--- src/rtl/uart_irq_pkg.sv ---
package uart_irq_pkg;
  typedef enum logic [3:0] {
    ID_MODEM   = 4'h0,
    ID_NONE    = 4'h1,
    ID_THRE    = 4'h2,
    ID_RXDATA  = 4'h4,
    ID_LINE    = 4'h6,
    ID_TIMEOUT = 4'hC
  } irq_id_e;

  localparam int ERR_W   = 4;
  localparam int ERR_OVR = 0;
  localparam int ERR_PAR = 1;
  localparam int ERR_FRM = 2;
  localparam int ERR_BRK = 3;
  // overrun and break hold until read, parity/framing follow the rx path
  localparam logic [ERR_W-1:0] ERR_STICKY = 4'b1001;

  function automatic int trig_level(int depth, int sel);
    case (sel)
      0:       return 1;
      1:       return depth / 4;
      2:       return depth / 2;
      default: return depth - 2;
    endcase
  endfunction
endpackage

--- src/rtl/uart_irq_lsr_err.sv ---
module uart_irq_lsr_err
  import uart_irq_pkg::*;
#(
  parameter int W = ERR_W,
  parameter logic [W-1:0] STICKY = ERR_STICKY
) (
  input  logic         clk_i,
  input  logic         rst_ni,
  input  logic [W-1:0] set_i,
  input  logic         rd_i,
  output logic [W-1:0] err_o
);
  logic [W-1:0] err_q;

  for (genvar b = 0; b < W; b++) begin : g_bit
    if (STICKY[b]) begin : g_sticky
      always_ff @(posedge clk_i or negedge rst_ni) begin
        if (!rst_ni) err_q[b] <= 1'b0;
        else         err_q[b] <= set_i[b] | (err_q[b] & ~rd_i);
      end
    end else begin : g_level
      always_ff @(posedge clk_i or negedge rst_ni) begin
        if (!rst_ni) err_q[b] <= 1'b0;
        else         err_q[b] <= set_i[b];
      end
    end
  end

  assign err_o = err_q;
endmodule

--- src/rtl/uart_irq_thr_pend.sv ---
module uart_irq_thr_pend (
  input  logic clk_i,
  input  logic rst_ni,
  input  logic thr_empty_i,
  input  logic ier_wr_i,
  input  logic thr_wr_i,
  input  logic iir_rd_i,
  input  logic id_is_thre_i,
  output logic pend_o
);
  logic pend_q, empty_q;
  logic set, clr;

  assign set = (ier_wr_i & thr_empty_i) | (thr_empty_i & ~empty_q);
  assign clr = thr_wr_i | (iir_rd_i & id_is_thre_i);

  always_ff @(posedge clk_i or negedge rst_ni) begin
    if (!rst_ni) begin
      pend_q  <= 1'b0;
      empty_q <= 1'b1;
    end else begin
      empty_q <= thr_empty_i;
      if (clr)      pend_q <= 1'b0;
      else if (set) pend_q <= 1'b1;
    end
  end

  assign pend_o = pend_q;
endmodule

--- src/rtl/uart_irq_prio.sv ---
module uart_irq_prio
  import uart_irq_pkg::*;
#(
  parameter int FIFO_DEPTH = 16,
  localparam int CNT_W = $clog2(FIFO_DEPTH + 1)
) (
  input  logic [3:0]       ier_i,
  input  logic             err_any_i,
  input  logic             timeout_i,
  input  logic             data_ready_i,
  input  logic             fifo_en_i,
  input  logic [1:0]       trig_sel_i,
  input  logic [CNT_W-1:0] rx_count_i,
  input  logic             tx_pend_i,
  input  logic             msr_any_i,
  output irq_id_e          id_o
);
  localparam int LVL0 = trig_level(FIFO_DEPTH, 0);
  localparam int LVL1 = trig_level(FIFO_DEPTH, 1);
  localparam int LVL2 = trig_level(FIFO_DEPTH, 2);
  localparam int LVL3 = trig_level(FIFO_DEPTH, 3);

  logic [CNT_W-1:0] lvl;
  logic             at_lvl;

  always_comb begin
    case (trig_sel_i)
      2'd0:    lvl = CNT_W'(LVL0);
      2'd1:    lvl = CNT_W'(LVL1);
      2'd2:    lvl = CNT_W'(LVL2);
      default: lvl = CNT_W'(LVL3);
    endcase
  end

  assign at_lvl = !fifo_en_i || (rx_count_i >= lvl);

  always_comb begin
    if (ier_i[2] && err_any_i)                      id_o = ID_LINE;
    else if (ier_i[0] && timeout_i)                 id_o = ID_TIMEOUT;
    else if (ier_i[0] && data_ready_i && at_lvl)    id_o = ID_RXDATA;
    else if (ier_i[1] && tx_pend_i)                 id_o = ID_THRE;
    else if (ier_i[3] && msr_any_i)                 id_o = ID_MODEM;
    else                                            id_o = ID_NONE;
  end
endmodule

--- src/rtl/uart_irq_ident.sv ---
module uart_irq_ident
  import uart_irq_pkg::*;
#(
  parameter int FIFO_DEPTH = 16,
  localparam int CNT_W = $clog2(FIFO_DEPTH + 1)
) (
  input  logic             clk_i,
  input  logic             rst_ni,
  input  logic [3:0]       ier_i,
  input  logic             fifo_en_i,
  input  logic [1:0]       trig_sel_i,
  input  logic [CNT_W-1:0] rx_count_i,
  input  logic             data_ready_i,
  input  logic [3:0]       err_set_i,
  input  logic             lsr_rd_i,
  input  logic             timeout_i,
  input  logic             thr_empty_i,
  input  logic             ier_wr_i,
  input  logic             thr_wr_i,
  input  logic             iir_rd_i,
  input  logic [3:0]       msr_delta_i,
  output logic [3:0]       lsr_err_o,
  output logic [7:0]       iir_o,
  output logic             irq_o
);
  irq_id_e id;
  logic    tx_pend;
  logic    irq_q;

  uart_irq_lsr_err u_err (
    .clk_i  (clk_i),
    .rst_ni (rst_ni),
    .set_i  (err_set_i),
    .rd_i   (lsr_rd_i),
    .err_o  (lsr_err_o)
  );

  uart_irq_thr_pend u_thr (
    .clk_i        (clk_i),
    .rst_ni       (rst_ni),
    .thr_empty_i  (thr_empty_i),
    .ier_wr_i     (ier_wr_i),
    .thr_wr_i     (thr_wr_i),
    .iir_rd_i     (iir_rd_i),
    .id_is_thre_i (id == ID_THRE),
    .pend_o       (tx_pend)
  );

  uart_irq_prio #(.FIFO_DEPTH(FIFO_DEPTH)) u_prio (
    .ier_i        (ier_i),
    .err_any_i    (|lsr_err_o),
    .timeout_i    (timeout_i),
    .data_ready_i (data_ready_i),
    .fifo_en_i    (fifo_en_i),
    .trig_sel_i   (trig_sel_i),
    .rx_count_i   (rx_count_i),
    .tx_pend_i    (tx_pend),
    .msr_any_i    (|msr_delta_i),
    .id_o         (id)
  );

  assign iir_o = {{2{fifo_en_i}}, 2'b00, id};

  always_ff @(posedge clk_i or negedge rst_ni) begin
    if (!rst_ni) irq_q <= 1'b0;
    else         irq_q <= (id != ID_NONE);
  end

  assign irq_o = irq_q;
endmodule

--- config.mk ---
export PLATFORM = sky130hd
export DESIGN_NAME = uart_irq_ident
export DESIGN_NICKNAME = d
export VERILOG_FILES = /design/src/rtl/uart_irq_pkg.sv /design/src/rtl/uart_irq_lsr_err.sv /design/src/rtl/uart_irq_thr_pend.sv /design/src/rtl/uart_irq_prio.sv /design/src/rtl/uart_irq_ident.sv
export SDC_FILE = /design/constraint.sdc
export NUM_CORES = 1
export LEC_CHECK = 0
export BUFFER_PORTS_ARGS = -buffer_cell sky130_fd_sc_hd__buf_2
export CELL_PAD_IN_SITES_DETAIL_PLACEMENT = 0
export CELL_PAD_IN_SITES_GLOBAL_PLACEMENT = 2
export CORE_MARGIN = 1.5
export CORE_UTILIZATION = 20
export CTS_BUF_LIST = sky130_fd_sc_hd__clkbuf_4 sky130_fd_sc_hd__clkbuf_8
export DETAILED_ROUTE_END_ITERATION = 8
export PLACE_DENSITY_LB_ADDON = 0.1
export RECOVER_POWER = 100
export SYNTH_ARGS = -nofsm -noshare
export SYNTH_HDL_FRONTEND = slang
export SYNTH_SLANG_ARGS = --single-unit
--- constraint.sdc ---
create_clock -name clk_i -period 3.39 [get_ports clk_i]
set_input_delay 0.339 -clock clk_i [delete_from_list [all_inputs] [get_ports clk_i]]
set_output_delay 0.339 -clock clk_i [all_outputs]
set_load 0.02 [all_outputs]
* Yosys cells after proc, flatten, opt, wreduce, memory -nomap -nowiden *
Index checks and enable logic that the tools add are counted.

operators by class
  order comparisons = 1
  equality and inequality tests = 4
  muxes and demuxes = 8
  bitwise logic cells = 11
  reduce and logical (&&, ||, !) cells = 12

operators by type and width
  operator                                        number
  2-to-1 mux 4 bit                                4
  case mux 4 bit (3 select lines)                 1
  OR reduction 4 bit                              2
  logical AND 1 bit                               6
  bitwise AND 1 bit                               5
  >= comparator 5 x 4 -> 1 bit                    1
  == test 4 x 2 -> 1 bit (second input constant)  1
  != test 4 x 1 -> 1 bit (second input constant)  1
  OR 1 bit                                        4
  2-to-1 mux 1 bit                                3
  == test 2 x 1 -> 1 bit (second input constant)  1
  == test 2 bit (second input constant)           1
  zero test 2 bit                                 1
  inverter 1 bit                                  2
  nonzero test 2 bit                              1
  zero test 1 bit                                 1
  logical OR 1 bit                                1

storage, ports and cells
  flip-flop bits (word level) = 7
  logic and storage cells = 43

* Logic depth before layout (Yosys ltp) *
  word-level depth = 12
  depth in mapped cells = 6

* Modules after synthesis *
From an unflattened synthesis, not the netlist that was laid out.

second synthesis, totals
  cells, all modules = 45
  area total of the unflattened synthesis = 457.9 µm²

modules (own cells, without submodules)
  module             times used  cells each  area an instance (µm²)  seq. area each (µm²)
  uart_irq_prio      1           23          167.7                   0.0
  uart_irq_lsr_err   1           7           118.9                   100.1
  uart_irq_ident     1           10          92.6                    25.0
  uart_irq_thr_pend  1           5           78.8                    51.3

* Least setup slack after synthesis *
OpenSTA, ideal clock, no wires.

  path type = input -> output
  start point = input trig_sel_i[0]
  end point = output iir_o[1]
  arrival = 1653 ps
  slack = 1398 ps
  stages on the path = 6
  buffers on the path = 0
  path through = inv_1 -> ha_1 -> a21oi_1 -> o21ai_0 -> and4_1 -> o31ai_1

between the ends
  word-level cells in the longest chain between the ends = 8
  elaborated cells between the ends (all ways) = 10
  classes of those cells = order compare (1); eq/ne (2); mux (4); reduce/logical (3)

ends and longest elaborated chain
  what                                   line                  text
  from (decl)                            uart_irq_ident.sv:11  input logic [1:0] trig_sel_i,
  == test 2 bit (tied with other cells)  uart_irq_prio.sv:27   case (trig_sel_i)
  case mux 4 bit (3 select lines) *      uart_irq_prio.sv:27
  >= comparator 5 x 4 -> 1 bit *         uart_irq_prio.sv:35   assign at_lvl = !fifo_en_i || (rx_count_i >= lvl);
  logical OR 1 bit *                     uart_irq_prio.sv:35
  logical AND 1 bit *                    uart_irq_prio.sv:40   else if (ier_i[0] && data_ready_i && at_lvl) id_o = ID_RXDATA;
  2-to-1 mux 4 bit *                     uart_irq_prio.sv:40
  2-to-1 mux 4 bit *                     uart_irq_prio.sv:39   else if (ier_i[0] && timeout_i) id_o = ID_TIMEOUT;
  2-to-1 mux 4 bit *                     uart_irq_prio.sv:38   if (ier_i[2] && err_any_i) id_o = ID_LINE;
  to (decl)                              uart_irq_ident.sv:23  output logic [7:0] iir_o,

Mark *: on every way between the ends. The rest lies on a longest branch, timed or not.

* Worst setup path after layout *
  start point = register u_err.err_q[3] (netlist: u_err.err_o[3])
  end point = output iir_o[0]

between the ends
  word-level cells in the longest chain between the ends = 3

ends and longest elaborated chain
  what                               line                    text
  from (decl)                        uart_irq_lsr_err.sv:13  logic [W-1:0] err_q;
  from (signal, indexed assignment)  uart_irq_lsr_err.sv:19  else err_q[b] <= set_i[b] | (err_q[b] & ~rd_i);
  OR reduction 4 bit                 uart_irq_ident.sv:51    .err_any_i (|lsr_err_o),
  logical AND 1 bit                  uart_irq_prio.sv:38
  2-to-1 mux 4 bit                   uart_irq_prio.sv:38

Every way passes these cells.

==> flow_metrics.env <==
export IMPL_hp_class="in2reg"
export IMPL_status="completed"
export IMPL_via_per_inst=4.11
export IMPL_power_uw=232
export IMPL_syn_inst=46
export IMPL_crit_buf_inv=1
export IMPL_yosys_warnings=0
export IMPL_critical_path_slowest_cell="o41ai_1"
export IMPL_rsz0062_at_grt="false"
export IMPL_regArea_um2=176
export IMPL_end_kind="output port"
export IMPL_rows=17
export IMPL_nets=121
export IMPL_worstPathRequired_ps=3050
export IMPL_powerDensity_mw_per_mm2=349
export IMPL_postRouteAntennaNets=0
export IMPL_design_area_um2=666
export IMPL_avgSynthCellArea_um2=10.0
export IMPL_period_minus_slack_ps=2460
export IMPL_clockRootBuffer="clkbuf_4"
export IMPL_wl_per_cell_um=9.51
export IMPL_area_delta_synth_final_pct=44.2
export IMPL_yosys_area_top_type="dfrtp_1"
export IMPL_place_ws_ps=1290
export IMPL_synth_most_common_cell="dfrtp_1"
export IMPL_yosysTopAreaCellShare=0.325
export IMPL_io_buffers=39
export IMPL_async_flop_share=1.00
export IMPL_overflow=0
export IMPL_start_util=0.211
export IMPL_leakagePower_uw=0.000346
export IMPL_grt_antenna_before_repair=0
export IMPL_maxCapViolations=0
export IMPL_grt_pass1_wl_mm=1.72
export IMPL_path_delay_family="compound AO/OA/AOI/OAI gates"
export IMPL_dp_hpwl_um=974
export IMPL_drt_pre_antenna_iters=2
export IMPL_synth_common_cells="dfrtp_1 (6), inv_1 (5), buf_4 (4), ha_1 (4), nand2_1 (3)"
export IMPL_critPathMaxStageDelay_ps=510
export IMPL_drc=0
export IMPL_tns_ps=0
export IMPL_setup_ws_ps=926
export IMPL_synth_cell_types=25
export IMPL_htree_levels=1
export IMPL_gp_routability_congestion=0.617
export IMPL_grt_max_degree=8
export IMPL_clk_latency_ps=240
export IMPL_clock_skew_ps=2.00
export IMPL_min_period_over_period=0.727
export IMPL_wirelength_mm=1.09
export IMPL_clkTransAtPathRegs_ps=50
export IMPL_critPathMaxFanout=4
export IMPL_pin_count=42
export IMPL_numClockSinks=7
export IMPL_ys_seq_area_frac=0.382
export IMPL_synth_edf_count=0
export IMPL_die_x_um=51.0
export IMPL_layout_drive_gt1_share=0.402
export IMPL_crit_arrival_ps=2130
export IMPL_setup_violations=0
export IMPL_cts_made_buffers=3
export IMPL_hold_violations=0
export IMPL_synth_seq_cells=7
export IMPL_place_area_um2=666
export IMPL_multi_input_area_um2=214
export IMPL_slew_viol_final=0
export IMPL_ir_worst_vdd_uv=113
export IMPL_post_cts_resized=0
export IMPL_dieArea_mm2=0.00261
export IMPL_dieHeight_um=51.0
export IMPL_cts_tree="done"
export IMPL_netlist_top_cells_area="dfrtp_1 (33%), ha_1 (11%), buf_4 (6.5%)"
export IMPL_path_cells="o41ai_1 > o21ai_0 > a41oi_1 > and3_1 > clkbuf_1"
export IMPL_clock_fmax_mhz=406
export IMPL_clock_path_buffers=2
export IMPL_num_vias=473
export IMPL_grt_usage=0.0894
export IMPL_cp_start_kind="register"
export IMPL_insertedDiodeCount=0
export IMPL_fin_util=0.304
export IMPL_syn_area_um2=462
export IMPL_synth_ff_type="dfrtp_1"
export IMPL_critPathKind="reg2out"
export IMPL_core_area_mm2=0.00219
export IMPL_first_global_vias=432
export IMPL_drtIter0Drc=1
export IMPL_fillers=270
-- metrics by stage --
| step | cells | hold WS [ps] |
|---|---|---|
| after detailed placement | 110 | 178 |
| after floorplan | 47 | 43.4 |
| final | 115 | 198 |
| after global routing | 115 | 180 |
| after CTS | 115 | 189 |
| after global placement | 110 | 177 |
-- metal layers --
metal  global-route usage  wire length [um]  vias up
li1                     -                 -      244
met1               0.0993               446      206
met2                0.154               562       23
met3               0.0117                84        0
met4               0.0676                 0        0
met5                    0                 0        -
-- worst paths after layout --
path,end,cells past startpoint,slack [ps],startpoint
worst min register to register,u_err.err_o[0]$_DFF_PN0_,1,520,u_err.err_o[0]$_DFF_PN0_
worst max register to register,u_thr.pend_o$_DFFE_PN0P_,4,1690,u_err.err_o[3]$_DFF_PN0_
worst min-delay path,u_err.err_o[1]$_DFF_PN0_,1,200,err_set_i[1]
min in group asynchronous,u_thr.pend_o$_DFFE_PN0P_,2,510,rst_ni
worst max-delay path,iir_o[0],5,930,u_err.err_o[3]$_DFF_PN0_
max in group asynchronous,u_thr.empty_q$_DFF_PN1_,2,2570,rst_ni
-- repair_timing --
item	CTS	global route
buffers inserted	0	0
hold buffers	1	0
hold endpoints to repair	6	0
-- final cells by class --
| type | count | area share |
|---|---|---|
| Clock buffer | 4 | 0.0451 |
| Inverter | 5 | 0.0282 |
| Multi-Input combinational cell | 31 | 0.321 |
| Sequential cell | 7 | 0.265 |
| Tap cell | 28 | 0.0526 |
| Timing Repair Buffer | 40 | 0.288 |
-- worst reg2reg max path, delay by kind of cell, from the launching register on --
family,cells,cell delay [ps]
AO/OA/AOI/OAI,4,1180
flip-flops,1,390
-- flip-flops by register name (all words and copies together), names as in the netlist --
name and flops:
u_err.err_o 4, u_thr.empty_q 1, u_thr.pend_o 1, irq_o 1
-- cell usage in the layout, fill, tap and decap left out, types with 2 or more instances in the layout --
cell      count
conb_1        2
and3_1        2
clkbuf_1     11
dfrtp_1       6
nand2_1       3
a21oi_1       2
o21ai_0       3
inv_1         5
o41ai_1       2
ha_1          4
nor2_1        2
buf_2        28
clkbuf_4      4
-- cells by family (layout without fill, tap and decap cells) --
group / after synthesis / count (layout) / synth area share
flip-flops: 7 / 7 / 0.382
buffers and inverters: 9 / 49 / 0.106
other: 1 / 2 / 0.00812
adder cells (fa/ha/maj): 4 / 4 / 0.108
AO/OA/AOI/OAI: 12 / 12 / 0.236
AND/OR/NAND/NOR: 13 / 13 / 0.160
-- where the power goes --
part	internal (uW)	total (uW)	switching, uW
combinational	25.2	58.7	33.5
clock	52.7	80.9	28.2
sequential	89.4	92.6	3.20
(Power assumes the default switching activity.)
